--- config.mk ---
export PLATFORM = sky130hd
export DESIGN_NAME = irq_request_latch
export DESIGN_NICKNAME = d
export VERILOG_FILES = /design/src/rtl/irq_req_pkg.sv /design/src/rtl/irq_pin_sync.sv /design/src/rtl/irq_req_line.sv /design/src/rtl/irq_trig_mode_reg.sv /design/src/rtl/irq_request_latch.sv
export SDC_FILE = /design/constraint.sdc
export NUM_CORES = 1
export LEC_CHECK = 0
export BUFFER_PORTS_ARGS = -buffer_cell sky130_fd_sc_hd__buf_2
export CORE_MARGIN = 3
export CORE_UTILIZATION = 45
export CTS_BUF_LIST = sky130_fd_sc_hd__clkbuf_16
export CTS_CLUSTER_SIZE = 24
export DETAILED_ROUTE_END_ITERATION = 10
export PLACE_DENSITY_LB_ADDON = 0.15
export SLEW_MARGIN = 30
export SYNTH_ARGS = -nofsm -noshare
export SYNTH_HDL_FRONTEND = slang
export SYNTH_SLANG_ARGS = --single-unit
--- constraint.sdc ---
create_clock -name clk -period 1.1 [get_ports clk]
set_clock_uncertainty 0.15 [all_clocks]
set_input_delay 0.055 -clock clk [delete_from_list [all_inputs] [get_ports clk]]
set_output_delay 0.055 -clock clk [all_outputs]
set_load 0.01 [all_outputs]
--- src/rtl/irq_req_pkg.sv ---
package irq_req_pkg;

    typedef enum logic {
        TRIG_EDGE  = 1'b0,
        TRIG_LEVEL = 1'b1
    } trig_e;

    typedef struct packed {
        logic pend;
        logic last;
    } line_state_t;

    // Next state of one request line given the trigger kind, synchronized
    // input level and whether the line is being acknowledged this cycle.
    function automatic line_state_t line_next(
        input trig_e       kind,
        input logic        lvl,
        input logic        acked,
        input line_state_t cur
    );
        line_state_t nxt;
        nxt.last = lvl;
        if (kind == TRIG_LEVEL) begin
            nxt.pend = lvl;
        end else begin
            nxt.pend = cur.pend | (lvl & ~cur.last);
            if (acked) begin
                nxt.pend = 1'b0;
            end
        end
        return nxt;
    endfunction

endpackage

--- src/rtl/irq_pin_sync.sv ---
module irq_pin_sync #(
    parameter int WIDTH  = 8,
    parameter int STAGES = 2
) (
    input  logic             clk,
    input  logic             rst,
    input  logic [WIDTH-1:0] async_in,
    output logic [WIDTH-1:0] sync_out
);
    logic [WIDTH-1:0] chain [STAGES];

    always_ff @(posedge clk) begin
        if (rst) begin
            chain[0] <= '0;
        end else begin
            chain[0] <= async_in;
        end
    end

    generate
        for (genvar s = 1; s < STAGES; s++) begin : g_stage
            always_ff @(posedge clk) begin
                if (rst) begin
                    chain[s] <= '0;
                end else begin
                    chain[s] <= chain[s-1];
                end
            end
        end
    endgenerate

    assign sync_out = chain[STAGES-1];
endmodule

--- src/rtl/irq_req_line.sv ---
module irq_req_line
    import irq_req_pkg::*;
(
    input  logic  clk,
    input  logic  rst,
    input  trig_e kind,
    input  logic  lvl,
    input  logic  acked,
    output logic  pend
);
    line_state_t st_q;

    always_ff @(posedge clk) begin
        if (rst) begin
            st_q <= '0;
        end else begin
            st_q <= line_next(kind, lvl, acked, st_q);
        end
    end

    assign pend = st_q.pend;

    // level line mirrors the synchronized input one edge later
    a_r4_level_follows: assert property (@(posedge clk) disable iff (rst)
        (kind == TRIG_LEVEL) |=> (pend == $past(lvl)));

    // acknowledge of an edge line always clears it
    a_r7_ack_clears_edge: assert property (@(posedge clk) disable iff (rst)
        (kind == TRIG_EDGE && acked) |=> !pend);

    // acknowledge does not disturb a level line held high
    a_r8_level_ack_ignored: assert property (@(posedge clk) disable iff (rst)
        (kind == TRIG_LEVEL && acked && lvl) |=> pend);

    // pending edge request is sticky without an acknowledge
    a_r6_edge_sticky: assert property (@(posedge clk) disable iff (rst)
        (kind == TRIG_EDGE && pend && !acked) |=> pend);

    // no edge request without a fresh rising level
    a_r5_no_spurious_set: assert property (@(posedge clk) disable iff (rst)
        (kind == TRIG_EDGE && !pend && !(lvl && !st_q.last)) |=> !pend);
endmodule

--- src/rtl/irq_trig_mode_reg.sv ---
module irq_trig_mode_reg #(
    parameter int               WIDTH = 8,
    parameter logic [WIDTH-1:0] MASK  = '1
) (
    input  logic             clk,
    input  logic             rst,
    input  logic             wr_en,
    input  logic [WIDTH-1:0] wr_data,
    output logic [WIDTH-1:0] mode
);
    always_ff @(posedge clk) begin
        if (rst) begin
            mode <= '0;
        end else if (wr_en) begin
            mode <= wr_data & MASK;
        end
    end

    // a write lands masked on the next edge
    a_r9_masked_write: assert property (@(posedge clk) disable iff (rst)
        wr_en |=> (mode == ($past(wr_data) & MASK)));

    // without a write the register holds
    a_r9_hold: assert property (@(posedge clk) disable iff (rst)
        !wr_en |=> $stable(mode));
endmodule

--- src/rtl/irq_request_latch.sv ---
module irq_request_latch
    import irq_req_pkg::*;
#(
    parameter int                   NUM_LINES   = 8,
    parameter int                   SYNC_STAGES = 2,
    parameter logic [NUM_LINES-1:0] MODE_MASK   = '1,
    localparam int                  IDX_W       = $clog2(NUM_LINES)
) (
    input  logic                 clk,
    input  logic                 rst,
    input  logic [NUM_LINES-1:0] irq_pin,
    input  logic                 ack_valid,
    input  logic [IDX_W-1:0]     ack_line,
    input  logic                 mode_wr_en,
    input  logic [NUM_LINES-1:0] mode_wr_data,
    output logic [NUM_LINES-1:0] req_vec,
    output logic [NUM_LINES-1:0] trig_mode
);
    logic [NUM_LINES-1:0] lvl_sync;
    logic [NUM_LINES-1:0] ack_hit;

    irq_pin_sync #(
        .WIDTH  (NUM_LINES),
        .STAGES (SYNC_STAGES)
    ) u_sync (
        .clk      (clk),
        .rst      (rst),
        .async_in (irq_pin),
        .sync_out (lvl_sync)
    );

    irq_trig_mode_reg #(
        .WIDTH (NUM_LINES),
        .MASK  (MODE_MASK)
    ) u_mode (
        .clk     (clk),
        .rst     (rst),
        .wr_en   (mode_wr_en),
        .wr_data (mode_wr_data),
        .mode    (trig_mode)
    );

    generate
        for (genvar i = 0; i < NUM_LINES; i++) begin : g_line
            assign ack_hit[i] = ack_valid && (ack_line == IDX_W'(i));

            irq_req_line u_line (
                .clk   (clk),
                .rst   (rst),
                .kind  (trig_e'(trig_mode[i])),
                .lvl   (lvl_sync[i]),
                .acked (ack_hit[i]),
                .pend  (req_vec[i])
            );
        end
    endgenerate

    // reset leaves no pending request and every line edge-triggered
    a_r1_reset_clear: assert property (@(posedge clk)
        rst |=> (req_vec == '0 && trig_mode == '0));

    // acknowledge never touches the other lines' pending bits
    a_r11_ack_isolated: assert property (@(posedge clk) disable iff (rst)
        ack_valid |-> $onehot0(ack_hit));
endmodule

* Word level (Yosys, flattened, before mapping)
Memory sizes are Yosys's and may differ from the RTL's. Index checks and enable logic that the tools add are counted.
Word-level totals: flip-flop bits (word level) 24, bits in writable memories 16, input port bits 23, word-level logic and storage cells 81, memories kept 1
Memory list:
- u_sync.chain | depth 2, width 8, rd ports 2, clocked after Yosys merged registers in 0, wr ports 2, RTL line irq_pin_sync.sv:10 | logic [WIDTH-1:0] chain [STAGES];
Operators by class: equal/unequal tests 7, muxes and demuxes 21, bitwise operators 26, reductions and logical operators 9
Operators by type and width (number):
- two-way mux 1 bit | 19
- two-way mux 8 bit | 2
- == test 3 bit (second input constant) | 4
- OR 1 bit | 10
- AND 1 bit | 8
- logical AND 1 bit | 8
- NOT 1 bit | 8
- == test 3 x 2 -> 1 bit (second input constant) | 2
- == test 3 x 1 -> 1 bit (second input constant) | 1
- zero test 3 bit | 1

* Depth between registers and ports, before layout
depth in word-level cells 5, mapped depth 3

* Cells and area by module
From an unflattened synthesis, not the netlist that was laid out.
Unflattened totals: cell total of the unflattened synthesis 115, area, all modules 1456.4 µm²
Modules (own cells, without submodules):
- irq_req_line | times used 8, cells each 6, area each 76.3 µm², seq. area each 40.0 µm²
- irq_pin_sync | times used 1, cells each 33, area each 464.2 µm², seq. area each 320.3 µm²
- irq_trig_mode_reg | times used 1, cells each 26, area each 285.3 µm², seq. area each 160.2 µm²
- irq_request_latch | times used 1, cells each 8, area each 96.3 µm², seq. area each 0.0 µm²

* Least setup slack after synthesis
No wires, ideal clock.
kind register -> register, start reg u_mode.mode[4], end reg g_line[4].u_line.st_q, in the netlist g_line[4].u_line.pend, library setup time 0.119 ns, arrival 0.691 ns, slack 0.139 ns, cell stages (with the launch flop) 4, path buffers 0, period minus slack after synthesis 0.961 ns, path through dfxtp_1 -> and2b_2 -> a21oi_2 -> nor3_1
Between the ends: longest elaborated chain between the ends 1
RTL lines:
- from (decl) | RTL line irq_trig_mode_reg.sv:9 | output logic [WIDTH-1:0] mode
- from (signal assigned) | RTL line irq_trig_mode_reg.sv:15 | mode <= wr_data & MASK;
- two-way mux 1 bit | RTL line irq_req_pkg.sv:23 | if (kind == TRIG_LEVEL) begin
- to (signal assigned) | RTL line irq_req_line.sv:17 | st_q <= line_next(kind, lvl, acked, st_q);
- to (decl) | RTL line irq_req_line.sv:11 | line_state_t st_q;
No other way between the ends. A chain may end at the register's enable or synchronous reset.

* Final worst setup path
start reg u_mode.mode[3], end out trig_mode[3]
RTL lines:
- to (decl) | RTL line irq_request_latch.sv:17 | output logic [NUM_LINES-1:0] trig_mode
No word-level cell between the ends.

==> results.cfg <==
[status]
status = finished clean

[cells_and_area]
post_layout_nonfiller_instances = 233
drive_gt1_share_pct = 26.5
final_area_um2 = 1900
num-nets-final = 211
diodes = 0
syn_to_final_growth_pct = 28.5
layout_commonest_cell = dfxtp_1
final_cell_mix = dfxtp_1, buf_2, nor2b_1, dlygate4sd3_1, nor3_1

[power]
peakVddDrop_mv = 1.17
leakagePower_nw = 0.851
p_per_area_nw_per_um2 = 1650

[logic_synthesis]
yosysWarnings = 0
synth_cell_types = 16
synth_area_leader_cell = dfxtp_1
synth_edf_count = 0
synth_cells = 146
syn-num-nets = 169
async_flop_share_pct = 0
ys_seq_elements = 40
netlist.area_leader.share_pct = 54.2
synth_area_um2 = 1480
synth.avg_cell_area_um2 = 10.1
synth-main-ff-cell = dfxtp_1
ys_top_cells_by_area = dfxtp_1, nor2b_1, buf_4
ys_seq_area_share_pct = 54.2

[clock_tree]
numCtsBuffers = 5
path_clk_slew_ps = 50
root_buffer = clkbuf_16
clock_latency_ps = 270
cts_max_level = 2
cts_sinks = 40
clockBufferDepth = 2
post_cts_buffers = 0
cts_tree = yes

[die]
rows = 20
initial_utilization_pct = 47.6
die_w_um = 63.3
dieArea_um2 = 4010
ios = 39
core_area_um2 = 3100
die_h_um = 63.3

[worst_setup_path]
cpLargestDelayFamily = flip-flops
path_max_fanout = 5
reg2reg_to = g_line[4].u_line.pend
end_kind = output pin
r2r_slack_ps = 70
slowest_stage = dfxtp_1
critPathBufInv = 1
reg2regPathDepth = 3
critical_path_required_ps = 890
cpPeakStageDelay_ps = 400
timing.rr.start = u_mode.mode[4]
start_kind = register
path_cells = buf_2
crit_type = register to output pin
crit_arrival_ps = 840

[place]
place_congestion = 0.725
dpl.hpwl_um = 1750
placedInstanceArea_um2 = 1600
numPlacedInstances = 209
post-place-ws_ps = 87.7
port_buffers = 38

[timing]
slew_headroom_pct = 81.6
period_needed_ps = 1040
tns_ps = 0
worst_pin_slew_ps = 276
slew_viol_final = 0
fin_ws_ps = 59.4
hold_violations = 0
finalSetupViolCount = 0
max_freq_mhz = 961
rsz0062_at_grt = no
whs_ps = 8.55
post-route-period-util_pct = 94.6

[worst_hold_path]
hold_end = g_line[1].u_line.pend
holdPathStages = 3
hp-start = ack_line[1]
hold_class = primary input to register

[global_routing]
grt.overflow.total = 0
grt_pass1_vias = 1056
grt_max_degree = 30
antenna_found_initial = 0
grt_usage_pct = 15.0
grt_pass1_wl_um = 4690

[detailed_routing]
ant_nets = 0
drt-pass1-iter-count = 4
wire_per_inst_um = 11.2
vias_per_cell = 4.50
wl_um = 2610
drc = 0
via_count = 1049
drt-initial-drc-count = 56

[run]
max-cap-violations = 0
-- metrics by stage --
step / total power, mW / utilization (%)
CTS: 3.18 / 61.1
detailed placement: 1.83 / 51.6
global placement: 1.82 / 51.6
finish: 3.14 / 61.2
global route: 3.29 / 61.2
floorplan: 1.76 / -
-- metal layers --
layer | GRT usage (%) | routed length (um) | vias to the layer above
met3 | 5.70 | 187 | 6
met2 | 24.1 | 1220 | 31
met4 | 6.47 | 51 | 0
li1 | - | - | 541
met5 | 0 | 0 | -
met1 | 17.9 | 1160 | 471
-- registers in the layout, summed over array words and instances (netlist names) --
signal and flops:
g_line.u_line.pend 8, u_mode.mode 8, g_line.u_line.st_q 8, u_sync.chain 16
-- cell usage after synthesis (3+ instances only) --
cell	number
buf_4	18
a21oi_1	7
nand2b_1	8
dfxtp_1	40
mux2i_1	8
nor3_1	13
nand2_1	3
nor2_1	8
buf_2	3
nor2b_1	32
-- cells by family after synthesis --
group           after synthesis  synth area share [%]
simple gates                 68                  26.7
flops                        40                  54.2
buf+inv                      21                  10.2
compound gates                9                  3.56
mux                           8                  5.42
-- where the power goes --
part           total [mW]  switching [mW]  internal (mW)
clock network        1.30           0.488          0.813
logic               0.281           0.119          0.162
registers            1.56          0.0376           1.52
total                3.14           0.645           2.49
-- cell type report --
cell class	count	area, um2
repair buffers	56	378
clock inverters	3	11.3
clock buffers	5	125
fillers	314	1200
flip-flops and latches	40	802
well taps	44	55.1
multi-input cells	85	527
-- how the worst max path moves through the flow --
stage | start | endpoint | slack, ps | cells past startpoint
2_1_floorplan | u_mode.mode[4] | g_line[4].u_line.pend | 140 | 3
3_3_place_gp | u_mode.mode[4] | g_line[4].u_line.pend | 130 | 3
5_1_grt | u_mode.mode[3] | trig_mode[3] | 10 | 1
6_report | u_mode.mode[3] | trig_mode[3] | 60 | 1
3_5_place_dp | u_mode.mode[4] | g_line[4].u_line.pend | 90 | 3
4_1_cts | u_mode.mode[2] | trig_mode[2] | 50 | 1
-- timing repair --
action                     CTS  global route
setup endpoints to repair    0             1
gates resized for setup      0             1
hold endpoints to repair    18             0
hold buffers                16             0
Power figures use the tool's default switching activity.
